==> config.mk <==
export PLATFORM = sky130hd
export DESIGN_NAME = pc_loader
export DESIGN_NICKNAME = d
export VERILOG_FILES = /design/src/rtl/pc_loader_pkg.sv /design/src/rtl/pc_loader_ctrl.sv /design/src/rtl/pc_loader_dp.sv /design/src/rtl/pc_loader.sv
export SDC_FILE = /design/constraint.sdc
export NUM_CORES = 1
export LEC_CHECK = 0
export ABC_AREA = 1
export BUFFER_PORTS_ARGS = -buffer_cell sky130_fd_sc_hd__buf_2
export CELL_PAD_IN_SITES_DETAIL_PLACEMENT = 0
export CELL_PAD_IN_SITES_GLOBAL_PLACEMENT = 1
export CORE_ASPECT_RATIO = 0.9
export CORE_UTILIZATION = 27
export CTS_CLUSTER_SIZE = 28
export DETAILED_ROUTE_END_ITERATION = 10
export PLACE_DENSITY = 0.87
export SLEW_MARGIN = 20
export SYNTH_ARGS = -nofsm -noshare
export SYNTH_HDL_FRONTEND = slang
export SYNTH_SLANG_ARGS = --single-unit
export TNS_END_PERCENT = 20
==> constraint.sdc <==
create_clock -name clk -period 1.3 [get_ports clk]
set_input_delay 0.13 -clock clk [delete_from_list [all_inputs] [get_ports clk]]
set_output_delay 0.13 -clock clk [all_outputs]
set_load 0.02 [all_outputs]
==> src/rtl/pc_loader_pkg.sv <==
package pc_loader_pkg;

  // One-hot load selection handed from control to datapath
  typedef struct packed {
    logic doRet;
    logic doJump;
    logic doLow;
    logic doInc;
  } pcSelT;

endpackage

==> src/rtl/pc_loader_ctrl.sv <==
module pc_loader_ctrl
  import pc_loader_pkg::*;
(
  input  logic  incEn,
  input  logic  lowWrEn,
  input  logic  jumpEn,
  input  logic  retEn,
  output pcSelT sel
);

  // Fixed priority: return > jump > low write > increment
  always_comb begin
    sel        = '0;
    sel.doRet  = retEn;
    sel.doJump = jumpEn  & ~retEn;
    sel.doLow  = lowWrEn & ~jumpEn & ~retEn;
    sel.doInc  = incEn   & ~lowWrEn & ~jumpEn & ~retEn;
  end

endmodule

==> src/rtl/pc_loader_dp.sv <==
module pc_loader_dp
  import pc_loader_pkg::*;
#(
  parameter int ADDR_W = 13,
  parameter int LOW_W  = 8,
  parameter int IMM_W  = 11
) (
  input  logic                     clk,
  input  logic                     rstN,
  input  pcSelT                    sel,
  input  logic [LOW_W-1:0]         lowWrData,
  input  logic [IMM_W-1:0]         jumpTarget,
  input  logic [ADDR_W-1:0]        retAddr,
  input  logic                     pageWrEn,
  input  logic [ADDR_W-LOW_W-1:0]  pageWrData,
  output logic [ADDR_W-1:0]        pcAddr,
  output logic [ADDR_W-LOW_W-1:0]  pageQ
);

  localparam int PAGE_W = ADDR_W - LOW_W;
  localparam int JHI_W  = ADDR_W - IMM_W;

  logic [ADDR_W-1:0] pcNext;
  logic [JHI_W-1:0]  jumpHi;

  assign jumpHi = pageQ[PAGE_W-1 -: JHI_W];

  always_comb begin
    pcNext = pcAddr;
    if (sel.doRet)       pcNext = retAddr;
    else if (sel.doJump) pcNext = {jumpHi, jumpTarget};
    else if (sel.doLow)  pcNext = {pageQ, lowWrData};
    else if (sel.doInc)  pcNext = pcAddr + ADDR_W'(1);
  end

  always_ff @(posedge clk or negedge rstN) begin
    if (!rstN) pcAddr <= '0;
    else       pcAddr <= pcNext;
  end

  always_ff @(posedge clk or negedge rstN) begin
    if (!rstN)         pageQ <= '0;
    else if (pageWrEn) pageQ <= pageWrData;
  end

endmodule

==> src/rtl/pc_loader.sv <==
module pc_loader
  import pc_loader_pkg::*;
#(
  parameter int ADDR_W = 13,
  parameter int LOW_W  = 8,
  parameter int IMM_W  = 11
) (
  input  logic                    clk,
  input  logic                    rstN,
  input  logic                    incEn,
  input  logic                    lowWrEn,
  input  logic [LOW_W-1:0]        lowWrData,
  input  logic                    jumpEn,
  input  logic [IMM_W-1:0]        jumpTarget,
  input  logic                    retEn,
  input  logic [ADDR_W-1:0]       retAddr,
  input  logic                    pageWrEn,
  input  logic [ADDR_W-LOW_W-1:0] pageWrData,
  output logic [ADDR_W-1:0]       pcAddr,
  output logic [LOW_W-1:0]        pcLow,
  output logic [ADDR_W-LOW_W-1:0] pageQ
);

  pcSelT sel;

  pc_loader_ctrl ctrl_i (
    .incEn   (incEn),
    .lowWrEn (lowWrEn),
    .jumpEn  (jumpEn),
    .retEn   (retEn),
    .sel     (sel)
  );

  pc_loader_dp #(.ADDR_W(ADDR_W), .LOW_W(LOW_W), .IMM_W(IMM_W)) dp_i (
    .clk        (clk),
    .rstN       (rstN),
    .sel        (sel),
    .lowWrData  (lowWrData),
    .jumpTarget (jumpTarget),
    .retAddr    (retAddr),
    .pageWrEn   (pageWrEn),
    .pageWrData (pageWrData),
    .pcAddr     (pcAddr),
    .pageQ      (pageQ)
  );

  assign pcLow = pcAddr[LOW_W-1:0];

endmodule

==> results.py <==
metrics = {
    "pwr": {
        "leakage_nw": 1.08,
        "peakVddDrop_mv": 0.451,
        "cellPowerDensity_nw_per_um2": 978,
        "power_mw": 2.00,
    },
    "sta": {
        "final.min_clock_period_ns": 1.32,
        "worst_pin_slew_ns": 0.432,
        "fmax_mhz": 759,
        "fin_ws_ns": -0.0177,
        "clock_skew_ns": 0.00970,
        "drv_slew": 0,
        "setup_viol": 2,
        "grt_setup_unrepaired": "true",
        "hold_viol": 0,
        "slew_headroom_pct": 71.2,
        "finalCritPeriodShare_pct": 101,
    },
    "clocking": {
        "root_buffer": "clkbuf_8",
        "cts_tree": "yes",
        "clockBufferDepth": 2,
        "cts_buffers": 3,
        "postCtsSetupBuffers": 0,
        "clk_pin_slew_ns": 0.07,
        "clk_latency_ns": 0.26,
        "cts.sink_count": 18,
        "htree_levels": 1,
    },
    "worst_setup_path": {
        "required_ns": 1.45,
        "worstSetupEndpointType": "flip-flop",
        "path_common_cell": "nand2_1",
        "arrival_ns": 1.47,
        "path_max_fanout": 5,
        "critical_path.startpoint_type": "flip-flop",
        "critPathSlowestCell": "dfrtp_2",
        "crit_chain": "ha_4 > nand3_4 > nor2_4 > nand2_2 > nand2_1 > nand3_1 > nand2_1 > nand2_1 > nand2_1 > nand2_1",
        "critPathMaxStageDelay_ns": 0.42,
        "critical_path_class": "flip-flop to flip-flop",
    },
    "logic_synthesis": {
        "yosys.area.top_type": "dfrtp_1",
        "syn_area_per_cell_um2": 6.27,
        "synth_top_area_share_pct": 31.5,
        "ys_types": 28,
        "synth_warnings": 0,
        "synth-seq-area-share_pct": 31.5,
        "syn_inst": 228,
        "syn_area_um2": 1430,
        "synthTopCellsByArea": "dfrtp_1, nand2_1, nor2_1",
        "ys_seq_elements": 18,
        "synth.net_count": 273,
    },
    "detailed_routing": {
        "drtIter0Drc": 84,
        "ant_nets": 0,
        "first_pass_iters": 4,
        "drcViolationCount": 0,
        "wl_per_cell_um": 11.8,
        "vias": 1672,
        "routed_wl_um": 4370,
        "via_per_inst": 4.49,
    },
    "grt": {
        "grt_use_met3_pct": 3.87,
        "grt_overflow": 0,
        "grt_start_max_net_pins": 19,
        "grt_util_met2_pct": 27.7,
        "grt_pass1_vias": 1594,
        "top_usage_layer": "met2",
        "use_met1_pct": 23.0,
        "grt_usage_pct": 16.9,
        "antenna_found_initial": 0,
        "grt_pass1_wl_um": 7470,
    },
    "place": {
        "port-buffer-count": 69,
        "hpwl_um": 3530,
        "place_congestion": 0.811,
        "post_dp_cell_area_um2": 1960,
    },
    "cells_and_area": {
        "final_common_cell": "nand2_1",
        "multiInputGateArea_um2": 867,
        "seq_area_um2": 459,
        "antennaDiodeCount": 0,
        "layout.nets": 353,
        "syn_to_final_growth_pct": 43.1,
        "drive_gt1_share_pct": 39.1,
        "fill_cells": 536,
        "stdcell_area_um2": 2040,
        "final_cell_mix": "nand2_1, buf_2, nor2_1",
    },
    "floorplan": {
        "core_um2": 4950,
        "dieArea_um2": 5590,
        "dieHeight_um": 71.0,
        "die_x_um": 78.7,
        "initial_core_util_pct": 28.8,
        "ios": 70,
        "std_cell_rows": 24,
    },
    "hold_path": {
        "hp-class": "input pin to flip-flop",
    },
    "run_status": {
        "violations": "setup timing",
        "status": "finished with violations",
    },
    "run": {
        "cap_violations": 0,
    },
}
## critical path: cells and delay by family, from the launching register on
| family | cells | cell delay (ns) |
|---|---|---|
| flops | 1 | 0.42 |
| fa+ha+maj | 1 | 0.17 |
| simple gates | 9 | 0.62 |
## final timing paths
check | slack [ns] | end | start | cells past startpoint
worst max-delay path | -0.02 | dp_i.pcAddr[8] | dp_i.pcAddr[1] | 10
worst min-delay path | 0.07 | dp_i.pageQ[1] | pageWrData[1] | 3
worst max register to register | -0.02 | dp_i.pcAddr[8] | dp_i.pcAddr[1] | 10
worst min register to register | 0.54 | dp_i.pageQ[3] | dp_i.pageQ[3] | 1
max in group asynchronous | 0.64 | dp_i.pcAddr[8] | rstN | 2
min in group asynchronous | 0.33 | dp_i.pcAddr[5] | rstN | 2
## stage by stage
step | TNS [ns] | utilization (%) | instances | setup slack [ns] | hold WS [ns]
3_3_place_gp | 0 | 39.6 | 367 | 0.0329 | 0.0986
4_1_cts | -0.0219 | 40.9 | 372 | -0.0205 | 0.0721
3_5_place_dp | -0.00167 | 39.6 | 367 | -0.00167 | 0.0971
2_1_floorplan | -0.142 | - | 228 | -0.0450 | -0.166
5_1_grt | -0.648 | 41.3 | 372 | -0.165 | 0.0790
6_report | -0.0228 | 41.3 | 372 | -0.0177 | 0.0742
## timing repair
item,4_1_cts,5_1_grt
pin swaps,0,2
hold endpoints to repair,18,0
endpoints found under the setup margin,2,9
hold buffers,1,0
resized for setup,0,8
## synth_stat cells
cell	count
a21oi_1	14
a21oi_2	1
a221oi_1	1
buf_2	1
buf_4	8
buf_6	1
clkbuf_1	5
dfrtp_1	18
ha_1	1
inv_1	13
inv_2	4
mux2_2	2
nand2_1	80
nand2_2	3
nand3_1	14
nand3_2	2
nand3b_1	1
nand4_1	2
nor2_1	31
nor2_2	3
nor2_4	1
nor3_1	2
o211ai_1	1
o21ai_0	12
o21ai_1	4
o22ai_1	1
xnor2_1	1
xor2_1	1
## cell families after synthesis
group                    share of synthesized area [%]
flip-flops                                        31.5
XOR/XNOR                                          1.23
buffers and inverters                             11.1
adder cells (fa/ha/maj)                          0.876
multiplexers                                      1.58
AND/OR/NAND/NOR                                   41.0
AO/OA/AOI/OAI                                     12.7
## cell type report
class,count,share of cell area [%]
timing repair buffer,90,25.3
sequential,18,22.5
tap,65,3.98
multi-input combinational,178,42.4
clock buffer,4,2.69
inverter,17,3.12
## routing by layer
metal	share of wire, %	vias up
li1	-	884
met1	48	727
met2	44	59
met3	7.0	2
met4	0.43	0
met5	0	-
## registers in the layout, indices dropped and copies added (netlist names)
name         cells
dp_i.pcAddr     13
dp_i.pageQ       5
## report_power, final
part | internal [mW] | switching [mW]
Clock | 0.270 | 0.219
Sequential | 0.631 | 0.0814
Combinational | 0.330 | 0.469
(Power assumes the default switching activity.)
